**config.mk**
```make
export PLATFORM = sky130hd
export DESIGN_NAME = vtime_gen
export DESIGN_NICKNAME = d
export VERILOG_FILES = /design/src/rtl/vtg_pkg.sv /design/src/rtl/vtg_regs.sv /design/src/rtl/vtg_hline.sv /design/src/rtl/vtg_vfield.sv /design/src/rtl/vtime_gen.sv
export SDC_FILE = /design/constraint.sdc
export NUM_CORES = 1
export LEC_CHECK = 0
export ABC_CLOCK_PERIOD_IN_PS = 6700
export BUFFER_PORTS_ARGS = -buffer_cell sky130_fd_sc_hd__buf_2
export CAP_MARGIN = 5
export CORE_ASPECT_RATIO = 2
export CORE_MARGIN = 2
export CORE_UTILIZATION = 45
export DETAILED_ROUTE_END_ITERATION = 7
export MAX_ROUTING_LAYER = met4
export PLACE_DENSITY = 0.68
export SYNTH_ARGS = -nofsm -noshare
export SYNTH_HDL_FRONTEND = slang
export SYNTH_SLANG_ARGS = --single-unit
```
**constraint.sdc**
```tcl
create_clock -name clk -period 6.7 [get_ports clk]
set_clock_uncertainty 0.05 [all_clocks]
set_input_delay 0.335 -clock clk [delete_from_list [all_inputs] [get_ports clk]]
set_output_delay 0.335 -clock clk [all_outputs]
set_load 0.1 [all_outputs]
```
**src/rtl/vtg_pkg.sv**
```systemverilog
package vtg_pkg;
  // register word addresses
  localparam int A_CTRL  = 0;
  localparam int A_RUN   = 1;
  localparam int A_HA    = 2;
  localparam int A_HB    = 3;
  localparam int A_VA0   = 4;  // odd set at 4/5, even set at 6/7
  localparam int A_DLY   = 8;
  localparam int A_IRQEN = 9;
  localparam int A_IRQST = 10;
  // field placement inside a data word
  localparam int LO_POS  = 0;
  localparam int HI_POS  = 16;
  // control bits
  localparam int B_CONT  = 0;
  localparam int B_ILACE = 1;
  localparam int B_REP   = 2;
endpackage

```
**src/rtl/vtg_regs.sv**
```systemverilog
module vtg_regs import vtg_pkg::*; #(
  parameter int CW = 12,
  parameter int RW = 2,
  parameter int AW = 4,
  parameter int DW = 32,
  parameter int HW = CW + 2
) (
  input  logic                 clk,
  input  logic                 rst,
  input  logic                 wr_en,
  input  logic [AW-1:0]        wr_addr,
  input  logic [DW-1:0]        wr_data,
  input  logic                 irq_set,
  input  logic                 en_clr,
  output logic                 cont,
  output logic                 ilace,
  output logic [RW-1:0]        rep,
  output logic                 vid_en,
  output logic [CW-1:0]        hsw,
  output logic [CW-1:0]        hbp,
  output logic [CW-1:0]        hact,
  output logic [CW-1:0]        hfp,
  output logic [1:0][CW-1:0]   vsw,
  output logic [1:0][CW-1:0]   vbp,
  output logic [1:0][CW-1:0]   vact,
  output logic [1:0][CW-1:0]   vfp,
  output logic [HW-1:0]        dly,
  output logic                 irq_en,
  output logic                 irq_stat
);
  logic clr_hit;
  assign clr_hit = wr_en && (wr_addr == AW'(A_IRQST)) && wr_data[0];

  always_ff @(posedge clk) begin
    if (rst) begin
      cont <= 1'b0; ilace <= 1'b0; rep <= '0; vid_en <= 1'b0;
      hsw <= '0; hbp <= '0; hact <= '0; hfp <= '0;
      dly <= '0; irq_en <= 1'b0;
    end else begin
      if (wr_en && wr_addr == AW'(A_CTRL)) begin
        cont  <= wr_data[B_CONT];
        ilace <= wr_data[B_ILACE];
        rep   <= wr_data[B_REP +: RW];
      end
      if (wr_en && wr_addr == AW'(A_RUN)) vid_en <= wr_data[0];
      else if (en_clr)                     vid_en <= 1'b0;
      if (wr_en && wr_addr == AW'(A_HA)) begin
        hsw <= wr_data[LO_POS +: CW];
        hbp <= wr_data[HI_POS +: CW];
      end
      if (wr_en && wr_addr == AW'(A_HB)) begin
        hact <= wr_data[LO_POS +: CW];
        hfp  <= wr_data[HI_POS +: CW];
      end
      if (wr_en && wr_addr == AW'(A_DLY))   dly    <= wr_data[HW-1:0];
      if (wr_en && wr_addr == AW'(A_IRQEN)) irq_en <= wr_data[0];
    end
  end

  // one vertical set per field kind
  for (genvar f = 0; f < 2; f++) begin : g_vset
    always_ff @(posedge clk) begin
      if (rst) begin
        vsw[f] <= '0; vbp[f] <= '0; vact[f] <= '0; vfp[f] <= '0;
      end else if (wr_en) begin
        if (wr_addr == AW'(A_VA0 + 2 * f)) begin
          vsw[f] <= wr_data[LO_POS +: CW];
          vbp[f] <= wr_data[HI_POS +: CW];
        end
        if (wr_addr == AW'(A_VA0 + 2 * f + 1)) begin
          vact[f] <= wr_data[LO_POS +: CW];
          vfp[f]  <= wr_data[HI_POS +: CW];
        end
      end
    end
  end

  always_ff @(posedge clk) begin
    if (rst)          irq_stat <= 1'b0;
    else if (irq_set) irq_stat <= 1'b1;
    else if (clr_hit) irq_stat <= 1'b0;
  end

  assert_w1c_R8: assert property (@(posedge clk) disable iff (rst)
    (clr_hit && !irq_set) |=> !irq_stat);
endmodule

```
**src/rtl/vtg_hline.sv**
```systemverilog
module vtg_hline #(
  parameter int CW = 12,
  parameter int RW = 2,
  parameter int HW = CW + 2
) (
  input  logic          clk,
  input  logic          rst,
  input  logic          run,
  input  logic [CW-1:0] hsw,
  input  logic [CW-1:0] hbp,
  input  logic [CW-1:0] hact,
  input  logic [CW-1:0] hfp,
  input  logic [RW-1:0] rep,
  output logic [HW-1:0] hpos,
  output logic          line_end,
  output logic          hs_c,
  output logic          ha_c,
  output logic          req_c
);
  logic [HW-1:0] htot, act_lo, act_hi;
  logic [RW-1:0] rcnt;

  assign htot     = HW'(hsw) + HW'(hbp) + HW'(hact) + HW'(hfp);
  assign act_lo   = HW'(hsw) + HW'(hbp);
  assign act_hi   = act_lo + HW'(hact);
  assign line_end = (hpos == htot - HW'(1));
  assign hs_c     = (hpos < HW'(hsw));
  assign ha_c     = (hpos >= act_lo) && (hpos < act_hi);
  assign req_c    = ha_c && (rcnt == '0);

  always_ff @(posedge clk) begin
    if (rst || !run)   hpos <= '0;
    else if (line_end) hpos <= '0;
    else               hpos <= hpos + HW'(1);
  end

  // position inside the current repeat group
  always_ff @(posedge clk) begin
    if (rst || !run)            rcnt <= '0;
    else if (ha_c && rcnt != rep) rcnt <= rcnt + RW'(1);
    else                        rcnt <= '0;
  end
endmodule

```
**src/rtl/vtg_vfield.sv**
```systemverilog
module vtg_vfield #(
  parameter int CW = 12,
  parameter int HW = CW + 2
) (
  input  logic          clk,
  input  logic          rst,
  input  logic          run,
  input  logic          line_end,
  input  logic [HW-1:0] hpos,
  input  logic [CW-1:0] vsw,
  input  logic [CW-1:0] vbp,
  input  logic [CW-1:0] vact,
  input  logic [CW-1:0] vfp,
  input  logic [HW-1:0] dly,
  output logic [HW-1:0] vpos,
  output logic          field_end,
  output logic          vs_c,
  output logic          va_c,
  output logic          vfp_c
);
  logic [HW-1:0] vtot, act_lo, act_hi, sw;

  assign sw        = HW'(vsw);
  assign vtot      = sw + HW'(vbp) + HW'(vact) + HW'(vfp);
  assign act_lo    = sw + HW'(vbp);
  assign act_hi    = act_lo + HW'(vact);
  assign field_end = line_end && (vpos == vtot - HW'(1));
  assign va_c      = (vpos >= act_lo) && (vpos < act_hi);
  assign vfp_c     = (vpos == act_hi) && (hpos == '0);
  // sync window shifted right by dly clocks
  assign vs_c = ((vpos == '0) && (hpos >= dly)) ||
                ((vpos != '0) && (vpos < sw)) ||
                ((vpos == sw) && (hpos < dly));

  always_ff @(posedge clk) begin
    if (rst || !run)    vpos <= '0;
    else if (field_end) vpos <= '0;
    else if (line_end)  vpos <= vpos + HW'(1);
  end
endmodule

```
**src/rtl/vtime_gen.sv**
```systemverilog
module vtime_gen import vtg_pkg::*; #(
  parameter int CW = 12,
  parameter int RW = 2,
  parameter int AW = 4,
  parameter int DW = 32
) (
  input  logic          clk,
  input  logic          rst,
  input  logic          wr_en,
  input  logic [AW-1:0] wr_addr,
  input  logic [DW-1:0] wr_data,
  output logic          hsync_o,
  output logic          vsync_o,
  output logic          de_o,
  output logic          pix_req_o,
  output logic          frame_start_o,
  output logic          field_o,
  output logic          irq_o,
  output logic          en_status_o
);
  localparam int HW = CW + 2;

  // live register values
  logic                cont, ilace, vid_en, irq_en, irq_stat;
  logic [RW-1:0]       rep;
  logic [CW-1:0]       hsw, hbp, hact, hfp;
  logic [1:0][CW-1:0]  vsw, vbp, vact, vfp;
  logic [HW-1:0]       dly;

  // shadow copies used by the counters
  logic                s_ilace;
  logic [RW-1:0]       s_rep;
  logic [CW-1:0]       s_hsw, s_hbp, s_hact, s_hfp;
  logic [1:0][CW-1:0]  s_vsw, s_vbp, s_vact, s_vfp;
  logic [HW-1:0]       s_dly;

  logic running, field, sel, load, en_clr, irq_set;
  logic [HW-1:0] hpos, vpos, cur_dly;
  logic line_end, hs_c, ha_c, req_c, fend, vs_c, va_c, vfp_c;

  vtg_regs #(.CW(CW), .RW(RW), .AW(AW), .DW(DW), .HW(HW)) u_regs (
    .clk(clk), .rst(rst), .wr_en(wr_en), .wr_addr(wr_addr), .wr_data(wr_data),
    .irq_set(irq_set), .en_clr(en_clr), .cont(cont), .ilace(ilace), .rep(rep),
    .vid_en(vid_en), .hsw(hsw), .hbp(hbp), .hact(hact), .hfp(hfp),
    .vsw(vsw), .vbp(vbp), .vact(vact), .vfp(vfp), .dly(dly),
    .irq_en(irq_en), .irq_stat(irq_stat));

  assign sel     = s_ilace & field;
  assign cur_dly = (s_ilace && !field) ? s_dly : '0;

  vtg_hline #(.CW(CW), .RW(RW), .HW(HW)) u_h (
    .clk(clk), .rst(rst), .run(running), .hsw(s_hsw), .hbp(s_hbp),
    .hact(s_hact), .hfp(s_hfp), .rep(s_rep), .hpos(hpos),
    .line_end(line_end), .hs_c(hs_c), .ha_c(ha_c), .req_c(req_c));

  vtg_vfield #(.CW(CW), .HW(HW)) u_v (
    .clk(clk), .rst(rst), .run(running), .line_end(line_end), .hpos(hpos),
    .vsw(s_vsw[sel]), .vbp(s_vbp[sel]), .vact(s_vact[sel]), .vfp(s_vfp[sel]),
    .dly(cur_dly), .vpos(vpos), .field_end(fend), .vs_c(vs_c),
    .va_c(va_c), .vfp_c(vfp_c));

  assign load    = (!running && vid_en) || (running && fend && vid_en && cont);
  assign en_clr  = running && fend && !cont;
  assign irq_set = running && vfp_c;
  assign irq_o   = irq_stat & irq_en;

  always_ff @(posedge clk) begin
    if (rst) begin
      running <= 1'b0;
      field   <= 1'b0;
    end else if (!running) begin
      if (vid_en) begin
        running <= 1'b1;
        field   <= 1'b0;
      end
    end else if (fend) begin
      if (vid_en && cont) field <= ilace ? ~field : 1'b0;
      else begin
        running <= 1'b0;
        field   <= 1'b0;
      end
    end
  end

  always_ff @(posedge clk) begin
    if (rst) begin
      s_ilace <= 1'b0; s_rep <= '0; s_dly <= '0;
      s_hsw <= '0; s_hbp <= '0; s_hact <= '0; s_hfp <= '0;
      s_vsw <= '0; s_vbp <= '0; s_vact <= '0; s_vfp <= '0;
    end else if (load) begin
      s_ilace <= ilace; s_rep <= rep; s_dly <= dly;
      s_hsw <= hsw; s_hbp <= hbp; s_hact <= hact; s_hfp <= hfp;
      s_vsw <= vsw; s_vbp <= vbp; s_vact <= vact; s_vfp <= vfp;
    end
  end

  always_ff @(posedge clk) begin
    if (rst) begin
      hsync_o <= 1'b0; vsync_o <= 1'b0; de_o <= 1'b0; pix_req_o <= 1'b0;
      frame_start_o <= 1'b0; field_o <= 1'b0; en_status_o <= 1'b0;
    end else begin
      hsync_o       <= running & hs_c;
      vsync_o       <= running & vs_c;
      de_o          <= running & ha_c & va_c;
      pix_req_o     <= running & req_c & va_c;
      frame_start_o <= running && (hpos == '0) && (vpos == '0);
      field_o       <= running & field;
      en_status_o   <= vid_en | running;
    end
  end

  assert_de_hs_R2: assert property (@(posedge clk) disable iff (rst)
    de_o |-> !hsync_o);
  assert_req_in_de_R6: assert property (@(posedge clk) disable iff (rst)
    pix_req_o |-> de_o);
  assert_fs_single_R7: assert property (@(posedge clk) disable iff (rst)
    frame_start_o |=> !frame_start_o);
  assert_idle_R9: assert property (@(posedge clk) disable iff (rst)
    !running |=> (!de_o && !frame_start_o && !hsync_o));
  assert_prog_field_R4: assert property (@(posedge clk) disable iff (rst)
    !s_ilace |-> !field);
endmodule

```
; ---- Word-level counts from Yosys, hierarchy flattened
; Cells that the tools add are included.
; W data, S select, Z words.
[word_totals]
reg_bits = 365
input_bits = 39
output_inout_bits = 8
word_cells = 166
[op_classes]
n_addsub = 11
n_lt_le_gt_ge = 9
eq_ne = 16
n_mux = 22
bitwise = 12
n_reduce_logical = 50
[ops]
columns = cell, n
row1 = $mux W12, 8
row2 = $eq A14 B14 Y1, 3
row3 = $ge A14 B14 Y1, 3
row4 = $lt A14 B14 Y1, 3
row5 = $add A13 B12 Y14, 2
row6 = $add A14 B1 Y14 const B, 2
row7 = $add A14 B12 Y14, 2
row8 = $logic_not A14 Y1, 2
row9 = $lt A14 B12 Y1, 2
row10 = $sub A14 B1 Y14 const B, 2
row11 = $logic_and A1 B1 Y1, 27
row12 = $add A12 B12 Y13, 2
row13 = $eq A4 B3 Y1 const B, 4
row14 = $eq A14 B12 Y1, 1
row15 = $mux W14, 1
row16 = $reduce_bool A14 Y1, 1
row17 = $mux W1, 13
row18 = $eq A4 B4 Y1 const B, 3
row19 = $reduce_and A2 Y1, 5
row20 = $and A1 B1 Y1, 9
row21 = $eq A4 B2 Y1 const B, 2
row22 = $reduce_bool A2 Y1, 3
row23 = $reduce_or A2 Y1, 3
row24 = $eq A4 B1 Y1 const B, 1
row25 = 10 further kinds, 16

; ---- Depth between registers and ports, before layout
; Gate-level depths: netlist of the first run.
[logic_depth]
word_depth = 13
ltp_mapped = 35
mapped_depth_nobuf = 30

; ---- Modules after synthesis
; From an unflattened synthesis of the first run, not the netlist that was laid out.
[hier_totals]
cells_unflattened = 2525
hier_area_um2 = 23301.1
[modules_own_cells]
columns = mod, instances, cells_each, area_per_inst_um2, seq_area_each_um2
row1 = vtime_gen, 1, 808, 8229.1, 3403.3
row2 = vtg_regs, 1, 580, 6510.0, 3303.2
row3 = vtg_hline, 1, 586, 4367.9, 320.3
row4 = vtg_vfield, 1, 551, 4194.0, 280.3

; ---- Least setup slack after synthesis of the first run
; OpenSTA, ideal clock, no wires.
[synth_timing]
path_type = register -> register
from = register field
to = register s_hsw[3]
setup_time_ps = 136
t_arrival_ps = 7206
required_ps = 6514
slack_ps = -692
stages_incl_launch_ff = 34
path_buffers = 6
synth_period_minus_slack_ps = 7392
path_cell_list = dfxtp_1 > nand2_1 > clkbuf_1 > buf_1 > mux2_2 > ha_1 > nor2b_1 > o21ai_0 > nand2b_1 > a311oi_1 > xnor2_1 > ha_1 > a21o_1 > a21oi_1 > a21boi_0 > a21oi_1 > nor2b_1 > o21ai_0 > xnor2_1 > ha_1 > inv_1 > ha_1 > xnor2_1 > a2111oi_2 > nand3_1 > or4b_1 > nand4bb_1 > or4_1 > buf_2 > buf_6 > buf_6 > buf_6 > nand4b_1 > o311ai_1
[synth_via]
elab_chain_cells = 13
word_cells_on_any_way = 19
cone_classes = 4 x add/sub / 1 x eq/ne / 8 x mux / 1 x bitwise / 5 x reduce/logical
[synth_lines]
columns = element, line
row1 = from (decl), vtime_gen.sv:37  ; logic running, field, sel, load, en_clr, irq_set;
row2 = from (signal assigned), vtime_gen.sv:77  ; if (vid_en && cont) field <= ilace ? ~field : 1'b0;
row3 = $and A1 B1 Y1 (*), vtime_gen.sv:48  ; assign sel = s_ilace & field;
row4 = $mux W12 (not written as such) (2 in a row), vtime_gen.sv:58  ; .vsw(s_vsw[sel]), .vbp(s_vbp[sel]), .vact(s_vact[sel]), .vfp(s_vfp[sel]),
row5 = $add A12 B12 Y13, vtg_vfield.sv:24  ; assign vtot = sw + HW'(vbp) + HW'(vact) + HW'(vfp);
row6 = $add A13 B12 Y14, vtg_vfield.sv:24
row7 = $add A14 B12 Y14 (*), vtg_vfield.sv:24
row8 = $sub A14 B1 Y14 (*), vtg_vfield.sv:27  ; assign field_end = line_end && (vpos == vtot - HW'(1));
row9 = $eq A14 B14 Y1 (*), vtg_vfield.sv:27
row10 = $logic_and A1 B1 Y1 (*), vtg_vfield.sv:27
row11 = $logic_and A1 B1 Y1 (*) (3 in a row), vtime_gen.sv:62  ; assign load = (!running && vid_en) || (running && fend && vid_en && cont);
row12 = $logic_or A1 B1 Y1 (*), vtime_gen.sv:62
row13 = to (signal assigned), vtime_gen.sv:92  ; s_hsw <= hsw; s_hbp <= hbp; s_hact <= hact; s_hfp <= hfp;
row14 = to (decl), vtime_gen.sv:33  ; logic [CW-1:0] s_hsw, s_hbp, s_hact, s_hfp;
; Mark *: on every way between the ends. The rest lies on a longest branch, timed or not. The select of a mux whose other input is x is not followed.
; A chain may end at the register's enable or synchronous reset.

; ---- Worst setup path in the final report of the first run
[layout_timing]
from = register field
to = register s_vact[8] (netlist name)
[layout_via]
elab_chain_cells = 13
word_cells_on_any_way = 19
cone_classes = 4 x add/sub / 1 x eq/ne / 8 x mux / 1 x bitwise / 5 x reduce/logical
[layout_lines]
columns = element, line
row1 = $and A1 B1 Y1 (*), vtime_gen.sv:48
row2 = $mux W12 (not written as such) (2 in a row), vtime_gen.sv:58
row3 = $add A12 B12 Y13, vtg_vfield.sv:24
row4 = $add A13 B12 Y14, vtg_vfield.sv:24
row5 = $add A14 B12 Y14 (*), vtg_vfield.sv:24
row6 = $sub A14 B1 Y14 (*), vtg_vfield.sv:27
row7 = $eq A14 B14 Y1 (*), vtg_vfield.sv:27
row8 = $logic_and A1 B1 Y1 (*), vtg_vfield.sv:27
row9 = $logic_and A1 B1 Y1 (*) (3 in a row), vtime_gen.sv:62
row10 = $logic_or A1 B1 Y1 (*), vtime_gen.sv:62
row11 = to (signal assigned), vtime_gen.sv:93  ; s_vsw <= vsw; s_vbp <= vbp; s_vact <= vact; s_vfp <= vfp;
row12 = to (decl), vtime_gen.sv:34  ; logic [1:0][CW-1:0] s_vsw, s_vbp, s_vact, s_vfp;
; Marks and branches as above.

==> impl_metrics.json, run 1 <==
{
  "cts_num_sinks": 365,
  "hold_viol_final": 0,
  "area_growth_pct": 19.50,
  "whs_path_depth": 3,
  "vias_per_cell": 6.284,
  "rsz0062_at_grt": "true",
  "ioPinCount": 47,
  "drv_slew": 0,
  "fin_crit_sh": 1.018,
  "grt_overflow_total": 0,
  "slowest_delay_ns": 0.59,
  "h-tree-depth": 2,
  "setup_viol_count_final": 128,
  "drv_cap": 0,
  "grt_max_degree": 287,
  "die_h_um": 328.6,
  "regArea_um2": 7317,
  "route.met2.wl_um": 42060,
  "holdWs_ns": 0.05641,
  "drive_gt1_frac": 0.1702,
  "gp_congestion": 0.9622,
  "status": "complete, but fails checks",
  "cp-start-kind": "flop",
  "clockBufferDepth": 3,
  "die-area_um2": 54640,
  "ys_seq_elements": 365,
  "ys_seq_area_frac": 0.3083,
  "grt_pass1_wl_um": 122000,
  "ant_nets": 0,
  "critPathSlowestCell": "or4_4",
  "route.met3.wl_um": 3781,
  "hpwl_um": 52210,
  "async_flop_share": 0,
  "port_buffers": 40,
  "min-delay-start": "wr_data[17]",
  "drt-total-wl_um": 82250,
  "yosysTopAreaCellShare": 0.3083,
  "hold_path_end": "u_regs.vfp[1]",
  "drc": 0,
  "row_count": 119,
  "worstRegToRegCells": 29,
  "yosysUniqueCellTypes": 68,
  "ys_warn_count": 0,
  "crit_path_max_fanout": 11,
  "drtPass1Iterations": 6,
  "yosysTopAreaCell": "dfxtp_1",
  "syn_inst": 2946,
  "max_freq_ghz": 0.1467,
  "fin_crit_ns": 6.817,
  "rr_endpoint": "s_vact[8]",
  "nets": 3224,
  "grt_pass1_vias": 22290,
  "path_clk_slew_ns": 0.07,
  "fillCellCount": 4696,
  "wl_met1_um": 28300,
  "crit_top_cell": "ha_4",
  "crit_arrival_ns": 7.16,
  "end_kind": "flop",
  "hold_class": "input pin to flop",
  "tightestPinTransition_ns": 1.304,
  "violations": "negative setup slack",
  "worstReg2RegStart": "field",
  "synthFlopType": "dfxtp_1",
  "antenna_found_initial": 2,
  "syn-num-nets": 3183,
  "wl_per_cell_um": 22.34,
  "setup_ws_ns": -0.1175,
  "syn_area_um2": 23700,
  "yosys-top-cells-count": "nand2_1, dfxtp_1, a21oi_1",
  "yosys-top-cells-area": "dfxtp_1, ha_1, nand2_1, nand4b_1, a21oi_1",
  "cts_tree": "built",
  "start_util": 0.4523,
  "reg2reg_slack_ns": -0.12,
  "drt_iter0_markers": 1752,
  "syn_area_per_cell_um2": 8.046,
  "critPathRequiredTime_ns": 7.04,
  "synth_edf_count": 0,
  "die-width_um": 166.3,
  "core-area_um2": 52410,
  "grt_usage": 0.2903,
  "clk_latency_ns": 0.56,
  "total_power_mw": 4.652,
  "highest_layer": "met4",
  "multiInputGateArea_um2": 15890,
  "p_leak_nw": 10.28,
  "final_util": 0.5405,
  "vdd_drop_max_mv": 0.1842,
  "vias": 23140,
  "p_per_area_nw_per_um2": 164.2,
  "cts-root-buf": "clkbuf_16",
  "synth.most_common_cell": "nand2_1",
  "cts_buffers": 35,
  "relSlewSlack": 0.1308,
  "worst-setup-path-type": "flop to flop"
}
[routing by layer]
metal  GRT usage  up-vias
met5           -        -
met4      0.2433        0
met3     0.03020      348
met2      0.5177      823
met1      0.2821    11160
li1            -    10810
[sequential cells by signal (all words and copies together), names as in the netlist, 14 cells and up]
register	count
u_regs.vsw	24
u_regs.vfp	24
s_vbp	24
s_vact	24
s_vfp	24
s_vsw	24
u_v.vpos	14
u_regs.vact	24
u_regs.dly	14
u_regs.vbp	24
s_dly	14
u_h.hpos	14
[through the flow]
stage	TNS [ns]	cells	setup WS (ns)	instance area, um2
after floorplan	0	2946	0.01017	23760
after global placement	-84.34	3555	-0.5634	24960
after detailed placement	-103.47	3555	-0.7204	24960
after CTS	-12.80	3659	-0.1261	27490
after global routing	-53.63	3681	-0.3788	28320
final	-7.954	3682	-0.1175	28330
[critical path, delay by kind of cell (launching register included)]
family,cells,cell delay (ns)
muxes,1,0.34
xor gates and xnor gates,2,0.26
DFF,1,0.34
buffers and inverters,3,0.44
AOI/OAI and AO/OA,10,1.97
adders and majority gates,4,0.90
and+or+nand+nor,9,2.31
[what timing repair did]
action	4_1_cts	5_1_grt
cloned	12	14
resized for setup	178	86
hold endpoints to repair	2	0
buffers inserted	28	7
setup endpoints to repair	178	192
pin swaps	48	48
hold buffers	2	0
[where the power goes]
group	switching, mW	total [mW]	internal [mW]
logic	0.169	0.218	0.0493
clock network	0.947	2.24	1.29
registers	0.0107	2.19	2.18
[placed cells by master (no fill, tap or decap), types with 64 or more instances in the layout]
| cell | n |
|---|---|
| ha_1 | 181 |
| a21oi_1 | 210 |
| nand2_1 | 538 |
| inv_1 | 134 |
| a31oi_1 | 166 |
| dfxtp_1 | 361 |
| buf_4 | 170 |
| nor2_1 | 64 |
| nor3b_1 | 139 |
| xnor2_1 | 65 |
| o311ai_1 | 109 |
| nand4b_1 | 163 |
[worst max-delay path by stage]
stage                     slack [ns]    endpoint  startpoint
after floorplan                 0.01    s_hsw[3]       field
final                          -0.12   s_vact[8]       field
after global routing           -0.38    s_vsw[9]       field
after CTS                      -0.13    s_hsw[0]     s_ilace
after global placement         -0.56  s_vact[21]     s_ilace
after detailed placement       -0.72  s_vact[11]     s_ilace
[cells by family (layout without fill, tap and decap cells)]
logic type	count (synthesis)	in the layout	share of synthesized area
XOR/XNOR	111	111	0.04249
adder cells (fa/ha/maj)	198	198	0.1064
multiplexers	50	50	0.02296
AO/OA/AOI/OAI	711	711	0.1992
flip-flops	365	365	0.3083
AND/OR/NAND/NOR	1119	1120	0.2511
other	0	3	0
buffers and inverters	392	459	0.06952
[area by class of cell]
cell class,count,share of cell area
diodes,3,0.0002650
clock buffers,47,0.03538
well taps,665,0.02937
clock inverters,17,0.009187
inverters,138,0.01829
repair buffers,257,0.08829
multi-input cells,2190,0.5609
flip-flops and latches,365,0.2583
Note: power is estimated with default switching activity, not from simulation.
==> run 2, diff against run 1 <==
--- a/config.mk
+++ b/config.mk
@@ -14,6 +14,7 @@
 export DETAILED_ROUTE_END_ITERATION = 7
 export MAX_ROUTING_LAYER = met4
 export PLACE_DENSITY = 0.68
+export RECOVER_POWER = 25
 export SYNTH_ARGS = -nofsm -noshare
 export SYNTH_HDL_FRONTEND = slang
 export SYNTH_SLANG_ARGS = --single-unit
==> impl_metrics.json, run 2 (synthesized netlist as in run 1, its figures left out) <==
{
  "status": "complete, but fails checks",
  "violations": "max-capacitance violations, max-slew violations, negative setup slack",
  "final_area_um2": 28290,
  "crit_arrival_ns": 7.15,
  "vdd_drop_max_mv": 0.1845,
  "drtPass1Iterations": 8,
  "holdWs_ns": 0.05895,
  "row_count": 119,
  "route.met2.wl_um": 41890,
  "drv_slew": 90,
  "die-area_um2": 54640,
  "multiInputGateArea_um2": 15870,
  "cts_num_sinks": 365,
  "drt-total-wl_um": 81940,
  "grt_pass1_vias": 22290,
  "p_leak_nw": 10.25,
  "hold_class": "input pin to flop",
  "final_cell_mix": "nand2_1, dfxtp_1, a21oi_1",
  "path_clk_slew_ns": 0.07,
  "finalNonFillerCells": 3682,
  "cts_buffers": 35,
  "vias": 23110,
  "max_freq_ghz": 0.1468,
  "grt_overflow_total": 0,
  "wl_met1_um": 27860,
  "hpwl_um": 52210,
  "area_growth_pct": 19.36,
  "grt_max_degree": 287,
  "drt_iter0_markers": 1747,
  "fillCellCount": 4705,
  "nets": 3224,
  "regArea_um2": 7317,
  "core-area_um2": 52410,
  "dpl_cell_area_um2": 24960,
  "crit_path_max_fanout": 11,
  "grt_usage": 0.2903,
  "p_per_area_nw_per_um2": 164.3,
  "layout.cells.most_common": "nand2_1",
  "fin_crit_sh": 1.017,
  "cp-start-kind": "flop",
  "final_util": 0.5398,
  "die-width_um": 166.3,
  "crit_top_cell": "ha_4",
  "total_power_mw": 4.649,
  "start_util": 0.4523,
  "drc": 0,
  "gp_congestion": 0.9622,
  "wl_per_cell_um": 22.25,
  "critPathSlowestCell": "or4_4",
  "vias_per_cell": 6.276,
  "dp_cells": 3555,
  "rsz0062_at_grt": "true",
  "end_kind": "flop",
  "route.met3.wl_um": 3981,
  "slowest_delay_ns": 0.59,
  "highest_layer": "met4",
  "hold_viol_final": 0,
  "antenna_found_initial": 2,
  "critPathRequiredTime_ns": 7.04,
  "ioPinCount": 47,
  "drv_cap": 4,
  "cts-root-buf": "clkbuf_16",
  "grt_pass1_wl_um": 122000,
  "clk_latency_ns": 0.56,
  "ant_nets": 0,
  "port_buffers": 40,
  "worst-setup-path-type": "flop to flop",
  "tightestPinTransition_ns": 2.739,
  "clockBufferDepth": 3,
  "relSlewSlack": -0.8328,
  "setup_viol_count_final": 125,
  "die_h_um": 328.6,
  "h-tree-depth": 2,
  "setup_ws_ns": -0.1108,
  "fin_crit_ns": 6.811,
  "cts_tree": "built",
  "drive_gt1_frac": 0.1672
}
## run 2: power by group
part	switching [mW]	internal [mW]	total [mW]
clock	0.946	1.29	2.24
sequential	0.0106	2.18	2.19
combinational	0.168	0.0488	0.216
## run 2: final timing paths
path              endpoint  depth (start not counted)  slack (ns)           from
max              s_vact[8]                         29       -0.11          field
min          u_regs.vfp[1]                          3        0.06    wr_data[17]
min reg2reg  u_regs.vsw[5]                          2        0.42  u_regs.vsw[5]
max reg2reg      s_vact[8]                         29       -0.11          field
## run 2: final cells by class
type	count	share of cell area
flip-flops and latches	365	0.2586
clock inverters	17	0.009199
diodes	3	0.0002653
inverters	138	0.01831
well taps	665	0.02941
multi-input cells	2190	0.5610
repair buffers	257	0.08779
clock buffers	47	0.03542
## run 2: metal layers
layer	vias to the layer above	track usage
met3	364	0.03020
met5	-	-
met2	849	0.5177
met4	0	0.2433
li1	10810	-
met1	11080	0.2821
## run 2: worst max-delay path: cells and delay by family, from the launching register on
family	cells	cell delay (ns)
flops	1	0.34
xor+xnor	2	0.26
mux	1	0.34
compound gates	10	1.96
fa+ha+maj	4	0.90
simple gates	9	2.31
buf+inv	3	0.45
## run 2: repair_timing
item | CTS | global route
buffers inserted | 28 | 7
pin swaps | 48 | 48
gates resized for setup | 178 | 86
hold buffers | 2 | 0
cloned | 12 | 14
endpoints found under the setup margin | 178 | 192
endpoints found under the hold margin | 2 | 0
## run 2: metrics by stage
| step | setup slack [ns] | setup TNS (ns) |
|---|---|---|
| detailed placement | -0.7204 | -103.47 |
| finish | -0.1108 | -6.533 |
| CTS | -0.1261 | -12.80 |
| global placement | -0.5634 | -84.34 |
| floorplan | 0.01017 | 0 |
| global route | -0.3788 | -53.63 |
